==> src/rtl/pack_cfg_pkg.sv <==
package pack_cfg_pkg;

    localparam int BYTE_BITS = 8;
    localparam int BYTE_LOG  = $clog2(BYTE_BITS);
    localparam int NUM_VEC   = 4;
    localparam int START_W   = 5;
    localparam int LEN_W     = 3;
    localparam int VEC_W     = START_W + 1 + LEN_W + 1;
    localparam int CFG_W     = 32;
    localparam int NUM_CFG   = NUM_VEC / 2;
    localparam int BPW_W     = 6;
    localparam int WPE_W     = 3;
    localparam int GRAN_W    = 2;
    localparam int GRAN_DIV  = 16;
    localparam int GRAN_SH   = $clog2(GRAN_DIV);
    localparam int NUM_BANKS = 2;

    typedef struct packed {
        logic [START_W-1:0] start;
        logic               dir;
        logic [LEN_W-1:0]   len_m1;
        logic               stop;
    } slice_t;

    typedef enum logic [GRAN_W-1:0] {
        GRAN_LANES8  = 2'd0,
        GRAN_LANES16 = 2'd1,
        GRAN_LANES32 = 2'd2,
        GRAN_RSVD    = 2'd3
    } gran_e;

    typedef struct packed {
        logic  valid;
        logic  gran_ok;
        gran_e gran;
    } geom_t;

    function automatic logic [CFG_W-1:0] join_pair(slice_t lo, slice_t hi);
        logic [CFG_W-1:0] w;
        w = '0;
        w[VEC_W-1:0]       = lo;
        w[2*VEC_W-1:VEC_W] = hi;
        return w;
    endfunction

endpackage

==> src/rtl/pack_geom.sv <==
module pack_geom
    import pack_cfg_pkg::*;
#(
    parameter int BW    = BPW_W,
    parameter int WW    = WPE_W,
    parameter int NV    = NUM_VEC,
    parameter int FULLW = CFG_W,
    localparam int BPB_W = BW - 2,
    localparam int CNT_W = BPB_W + WW
) (
    input  logic [BW-1:0]    bpw,
    input  logic [WW-1:0]    wpe,
    output logic [BPB_W-1:0] bytes_per_word,
    output logic [CNT_W-1:0] vec_count,
    output geom_t            geom
);

    logic [BW:0] rounded;

    always_comb begin
        rounded        = {1'b0, bpw} + (BW+1)'(BYTE_BITS - 1);
        bytes_per_word = rounded[BW:BYTE_LOG];
        vec_count      = CNT_W'(bytes_per_word) * CNT_W'(wpe);
        geom.valid     = (vec_count != '0) && (vec_count <= CNT_W'(NV));
        geom.gran_ok   = geom.valid && ((wpe != '0) || (bpw == BW'(FULLW)));
        geom.gran      = gran_e'(GRAN_W'(bpw >> GRAN_SH));
    end

endmodule

==> src/rtl/pack_slice.sv <==
module pack_slice
    import pack_cfg_pkg::*;
#(
    parameter int IDX   = 0,
    parameter int BW    = BPW_W,
    parameter int BPB_W = BPW_W - 2,
    parameter int CNT_W = BPB_W + WPE_W
) (
    input  logic [BW-1:0]    bpw,
    input  logic [BPB_W-1:0] bytes_per_word,
    input  logic [CNT_W-1:0] vec_count,
    input  logic             msb_first,
    output slice_t           slice
);

    logic [BPB_W-1:0]   divisor;
    logic [BPB_W-1:0]   byte_in_word;
    logic [START_W-1:0] word_base;
    logic [START_W-1:0] byte_off;
    logic [START_W-1:0] first_bit;
    logic [START_W-1:0] pos;
    logic [BW-1:0]      remain;
    logic               used;

    always_comb begin
        divisor      = (bytes_per_word == '0) ? BPB_W'(1) : bytes_per_word;
        byte_in_word = BPB_W'(IDX) % divisor;
        // slot index minus byte offset = first slot of this word
        word_base    = START_W'(BPB_W'(IDX) - byte_in_word) << BYTE_LOG;
        byte_off     = START_W'(byte_in_word) << BYTE_LOG;
        first_bit    = msb_first ? START_W'(bpw - BW'(1)) : '0;
        pos          = msb_first ? (word_base + first_bit - byte_off)
                                 : (word_base + byte_off);
        remain       = bpw - (BW'(byte_in_word) << BYTE_LOG);
        used         = CNT_W'(IDX) < vec_count;

        slice        = '0;
        if (used) begin
            slice.start  = pos;
            slice.dir    = msb_first;
            slice.len_m1 = (remain >= BW'(BYTE_BITS)) ? LEN_W'(BYTE_BITS - 1)
                                                      : LEN_W'(remain - BW'(1));
            slice.stop   = (CNT_W'(IDX + 1) == vec_count);
        end
    end

endmodule

==> src/rtl/pack_bank.sv <==
module pack_bank
    import pack_cfg_pkg::*;
#(
    parameter int WORDS = NUM_CFG,
    parameter int WIDTH = CFG_W
) (
    input  logic                   clk,
    input  logic                   rst,
    input  logic                   load,
    input  logic [WORDS*WIDTH-1:0] cfg_in,
    output logic [WORDS*WIDTH-1:0] cfg_q,
    output logic                   we_q
);

    always_ff @(posedge clk) begin
        if (rst) begin
            cfg_q <= '0;
            we_q  <= 1'b0;
        end else begin
            we_q <= load;
            if (load) begin
                cfg_q <= cfg_in;
            end
        end
    end

endmodule

==> src/rtl/pack_cfg_gen.sv <==
module pack_cfg_gen
    import pack_cfg_pkg::*;
#(
    parameter int BW = BPW_W,
    parameter int WW = WPE_W
) (
    input  logic              clk,
    input  logic              rst,
    input  logic              start,
    input  logic [BW-1:0]     bits_per_word,
    input  logic [WW-1:0]     words_per_entry,
    input  logic              msb_first,
    input  logic              tx_sel,
    input  logic              rx_sel,
    output logic              done,
    output logic              invalid,
    output logic              tx_we,
    output logic              rx_we,
    output logic              gran_we,
    output logic [CFG_W-1:0]  tx_cfg0,
    output logic [CFG_W-1:0]  tx_cfg1,
    output logic [CFG_W-1:0]  rx_cfg0,
    output logic [CFG_W-1:0]  rx_cfg1,
    output logic [GRAN_W-1:0] gran_code
);

    localparam int BPB_W = BW - 2;
    localparam int CNT_W = BPB_W + WW;
    localparam int BANK_BITS = NUM_CFG * CFG_W;

    logic [BPB_W-1:0]     bytes_per_word;
    logic [CNT_W-1:0]     vec_count;
    geom_t                geom;
    slice_t               slices [NUM_VEC];
    logic [BANK_BITS-1:0] next_cfg;
    logic [NUM_BANKS-1:0] bank_sel;
    logic [BANK_BITS-1:0] bank_cfg [NUM_BANKS];
    logic [NUM_BANKS-1:0] bank_we;

    logic  done_q;
    logic  invalid_q;
    logic  gran_we_q;
    gran_e gran_q;

    pack_geom #(
        .BW (BW),
        .WW (WW)
    ) u_geom (
        .bpw            (bits_per_word),
        .wpe            (words_per_entry),
        .bytes_per_word (bytes_per_word),
        .vec_count      (vec_count),
        .geom           (geom)
    );

    for (genvar i = 0; i < NUM_VEC; i++) begin : g_slice
        pack_slice #(
            .IDX   (i),
            .BW    (BW),
            .BPB_W (BPB_W),
            .CNT_W (CNT_W)
        ) u_slice (
            .bpw            (bits_per_word),
            .bytes_per_word (bytes_per_word),
            .vec_count      (vec_count),
            .msb_first      (msb_first),
            .slice          (slices[i])
        );
    end

    for (genvar p = 0; p < NUM_CFG; p++) begin : g_pair
        assign next_cfg[p*CFG_W +: CFG_W] = join_pair(slices[2*p], slices[2*p+1]);
    end

    assign bank_sel = {rx_sel, tx_sel};

    for (genvar b = 0; b < NUM_BANKS; b++) begin : g_bank
        pack_bank #(
            .WORDS (NUM_CFG),
            .WIDTH (CFG_W)
        ) u_bank (
            .clk    (clk),
            .rst    (rst),
            .load   (start && geom.valid && bank_sel[b]),
            .cfg_in (next_cfg),
            .cfg_q  (bank_cfg[b]),
            .we_q   (bank_we[b])
        );
    end

    always_ff @(posedge clk) begin
        if (rst) begin
            done_q    <= 1'b0;
            invalid_q <= 1'b0;
            gran_we_q <= 1'b0;
            gran_q    <= GRAN_LANES8;
        end else begin
            done_q    <= start;
            gran_we_q <= start && geom.gran_ok;
            if (start) begin
                invalid_q <= !geom.valid;
            end
            if (start && geom.gran_ok) begin
                gran_q <= geom.gran;
            end
        end
    end

    assign done      = done_q;
    assign invalid   = invalid_q;
    assign gran_we   = gran_we_q;
    assign gran_code = gran_q;
    assign tx_we     = bank_we[0];
    assign rx_we     = bank_we[1];
    assign tx_cfg0   = bank_cfg[0][CFG_W-1:0];
    assign tx_cfg1   = bank_cfg[0][2*CFG_W-1:CFG_W];
    assign rx_cfg0   = bank_cfg[1][CFG_W-1:0];
    assign rx_cfg1   = bank_cfg[1][2*CFG_W-1:CFG_W];

endmodule

==> config.mk <==
export PLATFORM = sky130hd
export DESIGN_NAME = pack_cfg_gen
export DESIGN_NICKNAME = d
export VERILOG_FILES = /design/src/rtl/pack_cfg_pkg.sv /design/src/rtl/pack_geom.sv /design/src/rtl/pack_slice.sv /design/src/rtl/pack_bank.sv /design/src/rtl/pack_cfg_gen.sv
export SDC_FILE = /design/constraint.sdc
export NUM_CORES = 1
export LEC_CHECK = 0
export ABC_AREA = 0
export BUFFER_PORTS_ARGS = -buffer_cell sky130_fd_sc_hd__buf_2
export CAP_MARGIN = 20
export CORE_UTILIZATION = 60
export CTS_CLUSTER_SIZE = 8
export DETAILED_ROUTE_END_ITERATION = 10
export PLACE_DENSITY_LB_ADDON = 0.12
export REMOVE_ABC_BUFFERS = 1
export SLEW_MARGIN = 20
export SYNTH_ARGS = -nofsm -noshare
export SYNTH_HDL_FRONTEND = slang
export SYNTH_HIERARCHICAL = 1
export SYNTH_SLANG_ARGS = --single-unit
==> constraint.sdc <==
create_clock -name clk -period 17.3 [get_ports clk]
set_clock_uncertainty 0.05 [all_clocks]
set_input_delay 3.46 -clock clk [delete_from_list [all_inputs] [get_ports clk]]
set_output_delay 3.46 -clock clk [all_outputs]
set_load 0.03 [all_outputs]
==> run_summary.xml <==
<?xml version="1.0" encoding="UTF-8"?>
<metrics>
  <group name="flow_run">
    <metric name="cap_viol_max_count" unit="">0</metric>
  </group>
  <group name="hold_path">
    <metric name="worst_hold_path.num_cells" unit="">2</metric>
    <metric name="hp-start" unit="">g_bank[1].u_bank/cfg_q[29]</metric>
    <metric name="type_of_the_worst_min_delay_path" unit="">reg -&gt; reg</metric>
    <metric name="worstHoldEndpoint" unit="">g_bank[1].u_bank/cfg_q[29]</metric>
  </group>
  <group name="power">
    <metric name="share_clk_of_total_power" unit="%">37.6</metric>
    <metric name="power-per-cell-area" unit="nW/um^2">106</metric>
    <metric name="ir_drop" unit="V">0.0000911</metric>
    <metric name="swShare" unit="%">31.1</metric>
    <metric name="power.static_leakage" unit="nW">3.66</metric>
    <metric name="pwr-share-seq" unit="%">38.5</metric>
    <metric name="internal_power" unit="mW">0.597</metric>
    <metric name="power_frac_comb" unit="%">23.9</metric>
    <metric name="switching_power" unit="mW">0.270</metric>
  </group>
  <group name="grt">
    <metric name="first_global_vias" unit="">5382</metric>
    <metric name="grt_max_degree" unit="">87</metric>
    <metric name="grt_antenna_before_repair" unit="">0</metric>
    <metric name="gr-total-overflow" unit="">0</metric>
    <metric name="grt_pass1_wl" unit="mm">25.0</metric>
    <metric name="grt.total_usage" unit="%">27.5</metric>
  </group>
  <group name="placed_design">
    <metric name="place.gp.congestion" unit="">0.845</metric>
    <metric name="dp.cells" unit="">1004</metric>
    <metric name="post_detailed_placement_half_perimeter_wirelength" unit="mm">10.5</metric>
    <metric name="placement.io_buffers" unit="">149</metric>
  </group>
  <group name="synth">
    <metric name="synth.top_cell.area_share" unit="%">40.0</metric>
    <metric name="part_of_the_yosys_area_used_for_sequential_elements" unit="%">40.0</metric>
    <metric name="yosysWarnings" unit="">6</metric>
    <metric name="post_synth.cell_area_avg" unit="sq um">9.69</metric>
    <metric name="syn-instance-count" unit="">697</metric>
    <metric name="synth.largest_area_cell" unit="">dfxtp_1</metric>
    <metric name="post_synth_main_area_contributors" unit="">dfxtp_1 40%, mux2i_1 19%, nor2_1 8.8%</metric>
    <metric name="netlist_area" unit="sq um">6750</metric>
    <metric name="synth_flop_cell" unit="">dfxtp_1</metric>
    <metric name="yosys.cell_types.count" unit="">65</metric>
    <metric name="synthArstFlopShare" unit="%">0</metric>
    <metric name="synth_edf_count" unit="">0</metric>
    <metric name="flop_and_latch_count_out_of_synthesis" unit="">135</metric>
  </group>
  <group name="setup_path">
    <metric name="worst-r2r-setup-slack" unit="ps">16500</metric>
    <metric name="crit_chain" unit="">buf_2, o31a_1, nand2_1, xnor2_1, nand2_1, fa_1, inv_1, ha_1, fa_1, nor2_1, o21ai_0, nor3_1, and3_4, buf_4, mux2i_1, nor2_1</metric>
    <metric name="cp.arrival" unit="ps">8640</metric>
    <metric name="worst-path-buf-inv" unit="">3</metric>
    <metric name="worstPathMaxFanout" unit="">41</metric>
    <metric name="critPathSlowestCell" unit="">xnor2_1</metric>
    <metric name="timing.reg2reg.worst_path_depth" unit="">2</metric>
    <metric name="critical-path-max-stage-delay" unit="ps">700</metric>
    <metric name="path_class" unit="">in -&gt; reg</metric>
    <metric name="crit_path_end_kind" unit="">register</metric>
    <metric name="startpoint_type" unit="">primary input</metric>
    <metric name="worstReg2RegStart" unit="">gran_code[1]</metric>
    <metric name="worst_r2r_endpoint" unit="">gran_code[1]</metric>
    <metric name="cpLargestDelayFamily" unit="">simple AND/OR/NAND/NOR gates</metric>
    <metric name="critical_path_required" unit="ps">17630</metric>
  </group>
  <group name="cts">
    <metric name="cts_root_buf" unit="">clkbuf_8</metric>
    <metric name="worst_setup_hold_path_clk_slew" unit="ps">60</metric>
    <metric name="clock_path_buffers" unit="">2</metric>
    <metric name="ctsHoldBuffers" unit="">0</metric>
    <metric name="cts_sinks" unit="">135</metric>
    <metric name="number_of_setup_buffers_added_after_cts" unit="">0</metric>
    <metric name="clock_latency_at_the_later_pin_of_the_worst_skew_pair" unit="ps">520</metric>
    <metric name="cts_buffers" unit="">17</metric>
    <metric name="clock_tree_from_tritoncts" unit="">built</metric>
    <metric name="htree_num_levels" unit="">4</metric>
    <metric name="cts_repair_resize_count" unit="">0</metric>
  </group>
  <group name="final_layout">
    <metric name="final_util" unit="%">75.0</metric>
    <metric name="layout_commonest_cell" unit="">nor2_1</metric>
    <metric name="layout.cells.non_filler" unit="">1037</metric>
    <metric name="layout_common_cells" unit="">159 x nor2_1, 148 x buf_2, 135 x dfxtp_1</metric>
    <metric name="flow.area_growth_from_synthesis" unit="%">20.9</metric>
    <metric name="layout.filler_cells" unit="">800</metric>
    <metric name="fraction_of_final_layout_cells_with_drive_strength_greater_than_1" unit="%">23.6</metric>
    <metric name="antenna_cells_inserted" unit="">0</metric>
    <metric name="final_nets" unit="">934</metric>
  </group>
  <group name="floorplanning">
    <metric name="initial_util" unit="%">62.0</metric>
    <metric name="die_w" unit="microns">108</metric>
    <metric name="pin_count" unit="">150</metric>
    <metric name="core.rowCount" unit="">38</metric>
    <metric name="core_area" unit="sq um">10900</metric>
    <metric name="chip_height" unit="microns">108</metric>
    <metric name="floorplan.die_area" unit="sq um">11700</metric>
  </group>
  <group name="sta">
    <metric name="maxClockFrequency" unit="GHz">0.120</metric>
    <metric name="rsz_0062_raised_after_global_routing" unit="">no</metric>
    <metric name="time_the_final_worst_path_needs_with_i_o_delays_and_setup" unit="ps">8320</metric>
    <metric name="timing.final.crit_share" unit="%">48.1</metric>
    <metric name="finalMaxSlewViolations" unit="">0</metric>
    <metric name="setup_viol" unit="">0</metric>
    <metric name="final_hold_viol_count" unit="">0</metric>
    <metric name="setup_tns_final" unit="ps">0</metric>
    <metric name="relSlewSlack" unit="%">42.2</metric>
    <metric name="tightestPinTransition" unit="ps">863</metric>
  </group>
  <group name="detailed_routing">
    <metric name="drt_pass1_iterations" unit="">5</metric>
    <metric name="vias" unit="">5508</metric>
    <metric name="antenna_violating_nets_post_route" unit="">0</metric>
    <metric name="drt_wl_total" unit="mm">15.6</metric>
    <metric name="drt_drc_violations_left" unit="">0</metric>
    <metric name="route.detailed.wl_per_inst" unit="microns">15.1</metric>
    <metric name="detail_route.iter0.violations" unit="">318</metric>
    <metric name="via_per_inst" unit="">5.31</metric>
  </group>
  <group name="status">
    <metric name="run_status" unit="">complete, no violations</metric>
  </group>
</metrics>
power by group through the flow:
stage | Combinational, mW | Clock, mW | Sequential, mW
after floorplan | 0.123 | 0 | 0.370
after global placement | 0.197 | 0 | 0.339
after detailed placement | 0.204 | 0 | 0.340
after CTS | 0.206 | 0.332 | 0.334
after global routing | 0.225 | 0.345 | 0.336
final | 0.207 | 0.326 | 0.334
how the worst max path moves through the flow:
stage	startpoint	endpoint	slack (ps)	cells after the start
floorplan	bits_per_word[0]	g_bank[0].u_bank/cfg_q[0]	8030	13
finish	bits_per_word[0]	g_bank[0].u_bank/cfg_q[51]	8980	16
CTS	bits_per_word[0]	g_bank[0].u_bank/cfg_q[46]	9070	16
global route	bits_per_word[0]	g_bank[0].u_bank/cfg_q[33]	8450	22
detailed placement	bits_per_word[0]	g_bank[0].u_bank/cfg_q[46]	8520	16
global placement	bits_per_word[0]	g_bank[0].u_bank/cfg_q[27]	8740	15
tightest hold or removal path, delay by kind of cell (launching register included):
kind,cells,cell delay (ps)
AND/OR/NAND/NOR,1,70
multiplexers,1,60
flip-flops,1,320
metal layers:
metal,GRT usage [%],vias to the layer above,share of wire (%)
met2,47.0,173,49
met5,0,-,0
met1,31.5,2618,41
li1,-,2683,-
met3,9.10,34,7.7
met4,11.3,0,2.1
cell usage after synthesis (4+ instances only):
cell type    n
and2_1       5
nand3_1      7
buf_8       10
nor3b_1      5
buf_1        8
nand2b_1     4
nor2b_1      7
a31oi_1      4
a211oi_1     4
a21o_1       4
buf_2        4
nor3_1      13
nor2_1     159
buf_4        4
xor2_1       4
dfxtp_1    135
inv_1       34
xnor2_1     19
fa_1         7
a21oi_1     17
ha_1        28
nand2_1     17
mux2i_1    128
per-stage QoR:
stage / power, mW / hold slack (ps) / worst slack, ps / area [sq um]
floorplan: 0.493 / 559 / 8030 / 6650
global placement: 0.536 / 416 / 8740 / 7610
detailed placement: 0.544 / 427 / 8520 / 7610
CTS: 0.873 / 442 / 9070 / 8140
global route: 0.906 / 460 / 8450 / 8160
finish: 0.867 / 436 / 8980 / 8160
cells by family after synthesis:
group / after synthesis / synth area share (%)
mux: 129 / 19.2
buf+inv: 66 / 5.97
flops: 135 / 40.0
fa+ha+maj: 35 / 7.26
other cells: 1 / 0.0555
simple gates: 248 / 17.6
compound gates: 60 / 6.89
xor+xnor: 23 / 2.98
flip-flops by register name (all words and copies together) (netlist names):
name and count:
done 1, g_bank.u_bank/cfg_q 128, g_bank.u_bank/we_q 2, gran_code 2, gran_we 1, invalid 1
final cells by class:
cell class,count,area [sq um],share of cell area (%)
multi-input cells,543,3830,46.9
flip-flops and latches,135,2700,33.1
repair buffers,153,791,9.69
clock buffers,24,460,5.64
well taps,140,175,2.15
inverters,34,128,1.56
clock inverters,8,73.8,0.904
No activity file was read; power rests on OpenSTA's default activity.
